File: config.mk
export PLATFORM = sky130hd
export DESIGN_NAME = spi_sclk_gen
export DESIGN_NICKNAME = d
export VERILOG_FILES = /design/src/rtl/sclk_pkg.sv /design/src/rtl/sclk_ctrl.sv /design/src/rtl/sclk_dpath.sv /design/src/rtl/spi_sclk_gen.sv
export SDC_FILE = /design/constraint.sdc
export NUM_CORES = 1
export LEC_CHECK = 0
export BUFFER_PORTS_ARGS = -buffer_cell sky130_fd_sc_hd__buf_2
export CORE_MARGIN = 2
export CORE_UTILIZATION = 30
export CTS_CLUSTER_DIAMETER = 40
export DETAILED_ROUTE_END_ITERATION = 16
export MAX_ROUTING_LAYER = met4
export RECOVER_POWER = 50
export SLEW_MARGIN = 20
export SYNTH_ARGS = -nofsm -noshare
export SYNTH_HDL_FRONTEND = slang
export SYNTH_SLANG_ARGS = --single-unit
File: constraint.sdc
create_clock -name clk -period 3.1 [get_ports clk]
set_input_delay 0.155 -clock clk [delete_from_list [all_inputs] [get_ports clk]]
set_output_delay 0.155 -clock clk [all_outputs]
set_load 0.01 [all_outputs]
File: src/rtl/sclk_pkg.sv
package sclk_pkg;
  typedef struct packed {
    logic halfDone;  // current half period ends at this edge
    logic idle;      // run is low: clear datapath state
  } sclk_ctl_t;
endpackage

File: src/rtl/sclk_ctrl.sv
module sclk_ctrl
  import sclk_pkg::*;
#(
  parameter int DIV_W   = 8,
  parameter int EXP_MAX = 15
) (
  input  logic             clk,
  input  logic             rstN,
  input  logic             run,
  input  logic             lawLin,
  input  logic [DIV_W-1:0] divCode,
  output sclk_ctl_t        ctl
);
  localparam int CNT_W = (EXP_MAX + 1 > DIV_W + 1) ? EXP_MAX + 1 : DIV_W + 1;
  localparam int EXP_W = $clog2(EXP_MAX + 1);

  logic [DIV_W-1:0] divQ;
  logic             lawQ;
  logic [CNT_W-1:0] cnt;
  logic [CNT_W-1:0] halfLim;
  logic [EXP_W-1:0] expSel;

  // shadow configuration: loaded only while idle
  always_ff @(posedge clk or negedge rstN) begin
    if (!rstN) begin
      divQ <= '0;
      lawQ <= 1'b0;
    end else if (!run) begin
      divQ <= divCode;
      lawQ <= lawLin;
    end
  end

  always_comb begin
    if (divQ > DIV_W'(EXP_MAX)) expSel = EXP_W'(EXP_MAX);
    else                        expSel = divQ[EXP_W-1:0];
    if (lawQ) halfLim = CNT_W'(divQ);
    else      halfLim = (CNT_W'(1) << expSel) - CNT_W'(1);
  end

  always_ff @(posedge clk or negedge rstN) begin
    if (!rstN)                cnt <= '0;
    else if (!run)            cnt <= '0;
    else if (cnt == halfLim)  cnt <= '0;
    else                      cnt <= cnt + CNT_W'(1);
  end

  assign ctl.halfDone = run && (cnt == halfLim);
  assign ctl.idle     = !run;

  AST_CNT_BOUND: assert property (@(posedge clk) disable iff (!rstN)
    cnt <= halfLim);
  AST_CFG_HELD: assert property (@(posedge clk) disable iff (!rstN)
    run |=> ($stable(divQ) && $stable(lawQ)));
  AST_IDLE_CLEAR: assert property (@(posedge clk) disable iff (!rstN)
    !run |=> cnt == '0);
endmodule

File: src/rtl/sclk_dpath.sv
module sclk_dpath
  import sclk_pkg::*;
(
  input  logic      clk,
  input  logic      rstN,
  input  sclk_ctl_t ctl,
  input  logic      cpol,
  output logic      sclk,
  output logic      leadStb,
  output logic      trailStb
);
  logic phase;
  logic cpolQ;

  always_ff @(posedge clk or negedge rstN) begin
    if (!rstN) begin
      phase    <= 1'b0;
      cpolQ    <= 1'b0;
      leadStb  <= 1'b0;
      trailStb <= 1'b0;
    end else if (ctl.idle) begin
      phase    <= 1'b0;
      cpolQ    <= cpol;
      leadStb  <= 1'b0;
      trailStb <= 1'b0;
    end else begin
      phase    <= phase ^ ctl.halfDone;
      leadStb  <= ctl.halfDone && !phase;
      trailStb <= ctl.halfDone && phase;
    end
  end

  assign sclk = cpolQ ^ phase;

  AST_STB_EXCL: assert property (@(posedge clk) disable iff (!rstN)
    !(leadStb && trailStb));
  AST_LEAD_ONE_WIDE: assert property (@(posedge clk) disable iff (!rstN)
    leadStb |=> !leadStb);
  AST_LEAD_LEVEL: assert property (@(posedge clk) disable iff (!rstN)
    leadStb |-> sclk != cpolQ);
  AST_TRAIL_LEVEL: assert property (@(posedge clk) disable iff (!rstN)
    trailStb |-> sclk == cpolQ);
  AST_IDLE_QUIET: assert property (@(posedge clk) disable iff (!rstN)
    ctl.idle |=> (!leadStb && !trailStb && sclk == $past(cpol)));
endmodule

File: src/rtl/spi_sclk_gen.sv
module spi_sclk_gen
  import sclk_pkg::*;
#(
  parameter int DIV_W   = 8,
  parameter int EXP_MAX = 15
) (
  input  logic             clk,
  input  logic             rstN,
  input  logic             run,
  input  logic             lawLin,
  input  logic [DIV_W-1:0] divCode,
  input  logic             cpol,
  output logic             sclk,
  output logic             leadStb,
  output logic             trailStb
);
  sclk_ctl_t ctl;

  sclk_ctrl #(.DIV_W(DIV_W), .EXP_MAX(EXP_MAX)) i_ctrl (
    .clk(clk), .rstN(rstN), .run(run), .lawLin(lawLin),
    .divCode(divCode), .ctl(ctl)
  );

  sclk_dpath i_dpath (
    .clk(clk), .rstN(rstN), .ctl(ctl), .cpol(cpol),
    .sclk(sclk), .leadStb(leadStb), .trailStb(trailStb)
  );
endmodule

==> impl_metrics.json <==
{
  "drt_wl_total_um": 5250,
  "p_int_uw": 627,
  "antenna_found_initial": 0,
  "finalHoldViolations": 0,
  "cpMaxStageDelayCell": "mux4_2",
  "routedWlPerCell_um": 14.8,
  "cts_sinks": 29,
  "period_share_pct": 94.5,
  "timing_worst_setup_path_type": "flip-flop to flip-flop",
  "fin_crit_ns": 2.93,
  "synth_edf_count": 0,
  "status": "finished with violations",
  "grt_max_degree": 30,
  "grt-ovfl-total": 0,
  "preCtsSetupSlack_ns": 0.0292,
  "finalPower_uw": 906,
  "p_seq_share_pct": 46.8,
  "synthArstFlopShare_pct": 100,
  "startpoint_type": "flip-flop",
  "grt_first_pass_wirelength_um": 8830,
  "max_stage_delay_ns": 0.57,
  "critPathCaptureType": "flip-flop",
  "violations": "capacitance limit, slew limit",
  "io_pins": 16,
  "power_density_nw_per_um2": 357,
  "syn_inst": 241,
  "ys_seq_elements": 29,
  "crit_chain": "nor4_4 -> nand3_1 -> ha_2 -> nor2_4 -> a32oi_1 -> o2bb2ai_1 -> mux4_2 -> o31ai_4 -> nor4b_4 -> ha_1 -> nor2_1",
  "design.core.area_sq_um": 7250,
  "viasPerCell": 5.27,
  "start_util_pct": 30.9,
  "most-common-layout-cells": "dfrtp_1 (29), nand2_1 (18), nor2_1 (14), xnor2_1 (14), buf_2 (12)",
  "cap_violations": 1,
  "worstMarginPinSlew_ns": 1.56,
  "p_clk_share_pct": 31.2,
  "grt_usage_pct": 13.7,
  "p_comb_share_pct": 22.0,
  "clk-insertion-delay-late_ns": 0.28,
  "arrival_ns": 3.13,
  "syn_area_sq_um": 2240,
  "crit_family": "simple AND/OR/NAND/NOR gates",
  "postPlaceCellArea_sq_um": 2450,
  "cp_max_fo": 6,
  "total_leakage_power_nw": 0.951,
  "cts-buffers-inserted": 5,
  "cts_tree": "built",
  "syn2layout_area_growth_pct": 13.1,
  "dr_wl_met2_um": 2570,
  "min_path_type": "input pin to flip-flop",
  "drt_pass1_iterations": 4,
  "setup_viol": 0,
  "layout_commonest_cell": "dfrtp_1",
  "nets": 273,
  "synth_nets": 258,
  "dpl.cell_count": 346,
  "wl_met1_um": 2390,
  "root_buffer": "clkbuf_8",
  "max_slew_margin_pct": -4.05,
  "n_fill_cell": 767,
  "drtIter0Drc": 103,
  "vias": 1867,
  "antenna_cells": 0,
  "dp_hpwl_um": 3990,
  "postSynthAreaPerCell_sq_um": 9.30,
  "ys_warn_count": 0,
  "topRoutingLayerUsed": "met4",
  "drive_gt1_share_pct": 24.7,
  "die_w_um": 90.5,
  "design_area_sq_um": 2540,
  "cts.htree.levels": 2,
  "fmax_mhz": 342,
  "placementRows": 31,
  "rsz0062_at_grt": "false",
  "ys.flop_type": "dfrtp_1",
  "die_area_sq_um": 8180,
  "p_switching_uw": 279,
  "routabilityCongestion": 0.946,
  "required_ns": 3.30,
  "die_y_um": 90.5,
  "ys_types": 57,
  "wl_met3_um": 187,
  "p_sw_share_pct": 30.8,
  "finClkSkew_ns": 0.0110,
  "stdcell_count": 354,
  "peakVddDrop_mv": 0.140,
  "worst_hold_slack_ns": 0.102,
  "finalMaxSlewViolations": 30,
  "fin_tns_setup_ns": 0,
  "path_clk_slew_ns": 0.06,
  "ant_nets": 0,
  "final_core_util_pct": 35.0,
  "drc": 0,
  "port-buffer-count": 15,
  "grt_pass1_vias": 1838,
  "clockBufferDepth": 2,
  "synth-seq-area-share_pct": 32.4,
  "cp_num_buf_inv": 0,
  "fin_ws_ns": 0.172
}
==> synth_stat cells (3+ instances only) <==
master,count,area (sq um)
dfrtp_1,29,726
nand2_1,18,67.6
nor2_1,15,56.3
xnor2_1,14,123
clkbuf_1,11,41.3
mux2_2,10,113
nand3_1,10,50.1
xor2_1,10,87.6
a21oi_1,8,40.0
inv_1,8,30.0
a211oi_2,7,87.6
nor2b_1,7,43.8
a211oi_1,6,45.0
o21ai_0,6,30.0
a32oi_1,5,43.8
and2_1,5,31.3
buf_2,4,20.0
ha_1,4,50.1
nor3_1,4,20.0
a21oi_2,3,26.3
a31oi_1,3,18.8
and3_1,3,18.8
nand2b_1,3,18.8
nand4_1,3,18.8
o2bb2ai_1,3,26.3
==> metal layers <==
layer	track usage [%]	vias to the layer above
met5	-	-
met4	5.51	0
met3	2.34	9
met2	22.2	31
met1	17.1	925
li1	-	902
==> worst paths after layout <==
path,slack (ns),from,to,cells past startpoint
worst max-delay path,0.17,i_ctrl.divQ[5],i_dpath.phase,11
worst min-delay path,0.10,divCode[6],i_ctrl.divQ[6],2
worst max register to register,0.17,i_ctrl.divQ[5],i_dpath.phase,11
worst min register to register,0.52,i_ctrl.cnt[0],i_ctrl.cnt[0],1
max in group asynchronous,1.38,rstN,i_ctrl.cnt[9],2
min in group asynchronous,0.80,rstN,i_ctrl.divQ[7],2
==> worst reg2reg max path, stage by stage (launching register included) <==
cell       delay (ns)
dfrtp_1          0.41
nor4_4           0.35
nand3_1          0.14
ha_2             0.25
nor2_4           0.12
a32oi_1          0.11
o2bb2ai_1        0.20
mux4_2           0.57
o31ai_4          0.09
nor4b_4          0.26
ha_1             0.27
nor2_1           0.08
==> timing repair <==
| item | CTS | global route |
|---|---|---|
| hold buffers | 1 | 0 |
| endpoints found under the hold margin | 29 | 0 |
| endpoints found under the setup margin | 0 | 10 |
| buffers inserted | 0 | 1 |
| resized for setup | 0 | 3 |
==> power groups by stage <==
stage	Sequential [mW]	Combinational (mW)	Clock [mW]
finish	0.424	0.200	0.283
global route	0.426	0.220	0.309
CTS	0.423	0.202	0.291
detailed placement	0.430	0.201	0
global placement	0.429	0.199	0
floorplan	0.418	0.147	0
==> final cells by class <==
cell class / instances / area, sq um / share of cell area (%)
clock inverter: 1 / 5.00 / 0.197
tap: 99 / 124 / 4.88
sequential: 29 / 726 / 28.6
timing repair buffer: 29 / 176 / 6.96
multi-input combinational: 183 / 1410 / 55.5
inverter: 8 / 30.0 / 1.18
clock buffer: 5 / 68.8 / 2.71
==> state kept, by name, summed over array words and instances, names as in the netlist <==
name / count
i_ctrl.divQ: 8
i_ctrl.lawQ: 1
i_dpath.leadStb: 1
i_dpath.cpolQ: 1
i_dpath.phase: 1
i_dpath.trailStb: 1
i_ctrl.cnt: 16
==> cells by family after synthesis <==
group	after synthesis	share of synthesized area [%]
flip-flops	29	32.4
XOR/XNOR	24	9.37
AO/OA/AOI/OAI	56	20.2
multiplexers	13	6.92
adder cells (fa/ha/maj)	4	2.23
buffers and inverters	29	6.64
AND/OR/NAND/NOR	86	22.3
(Power assumes the default switching activity.)
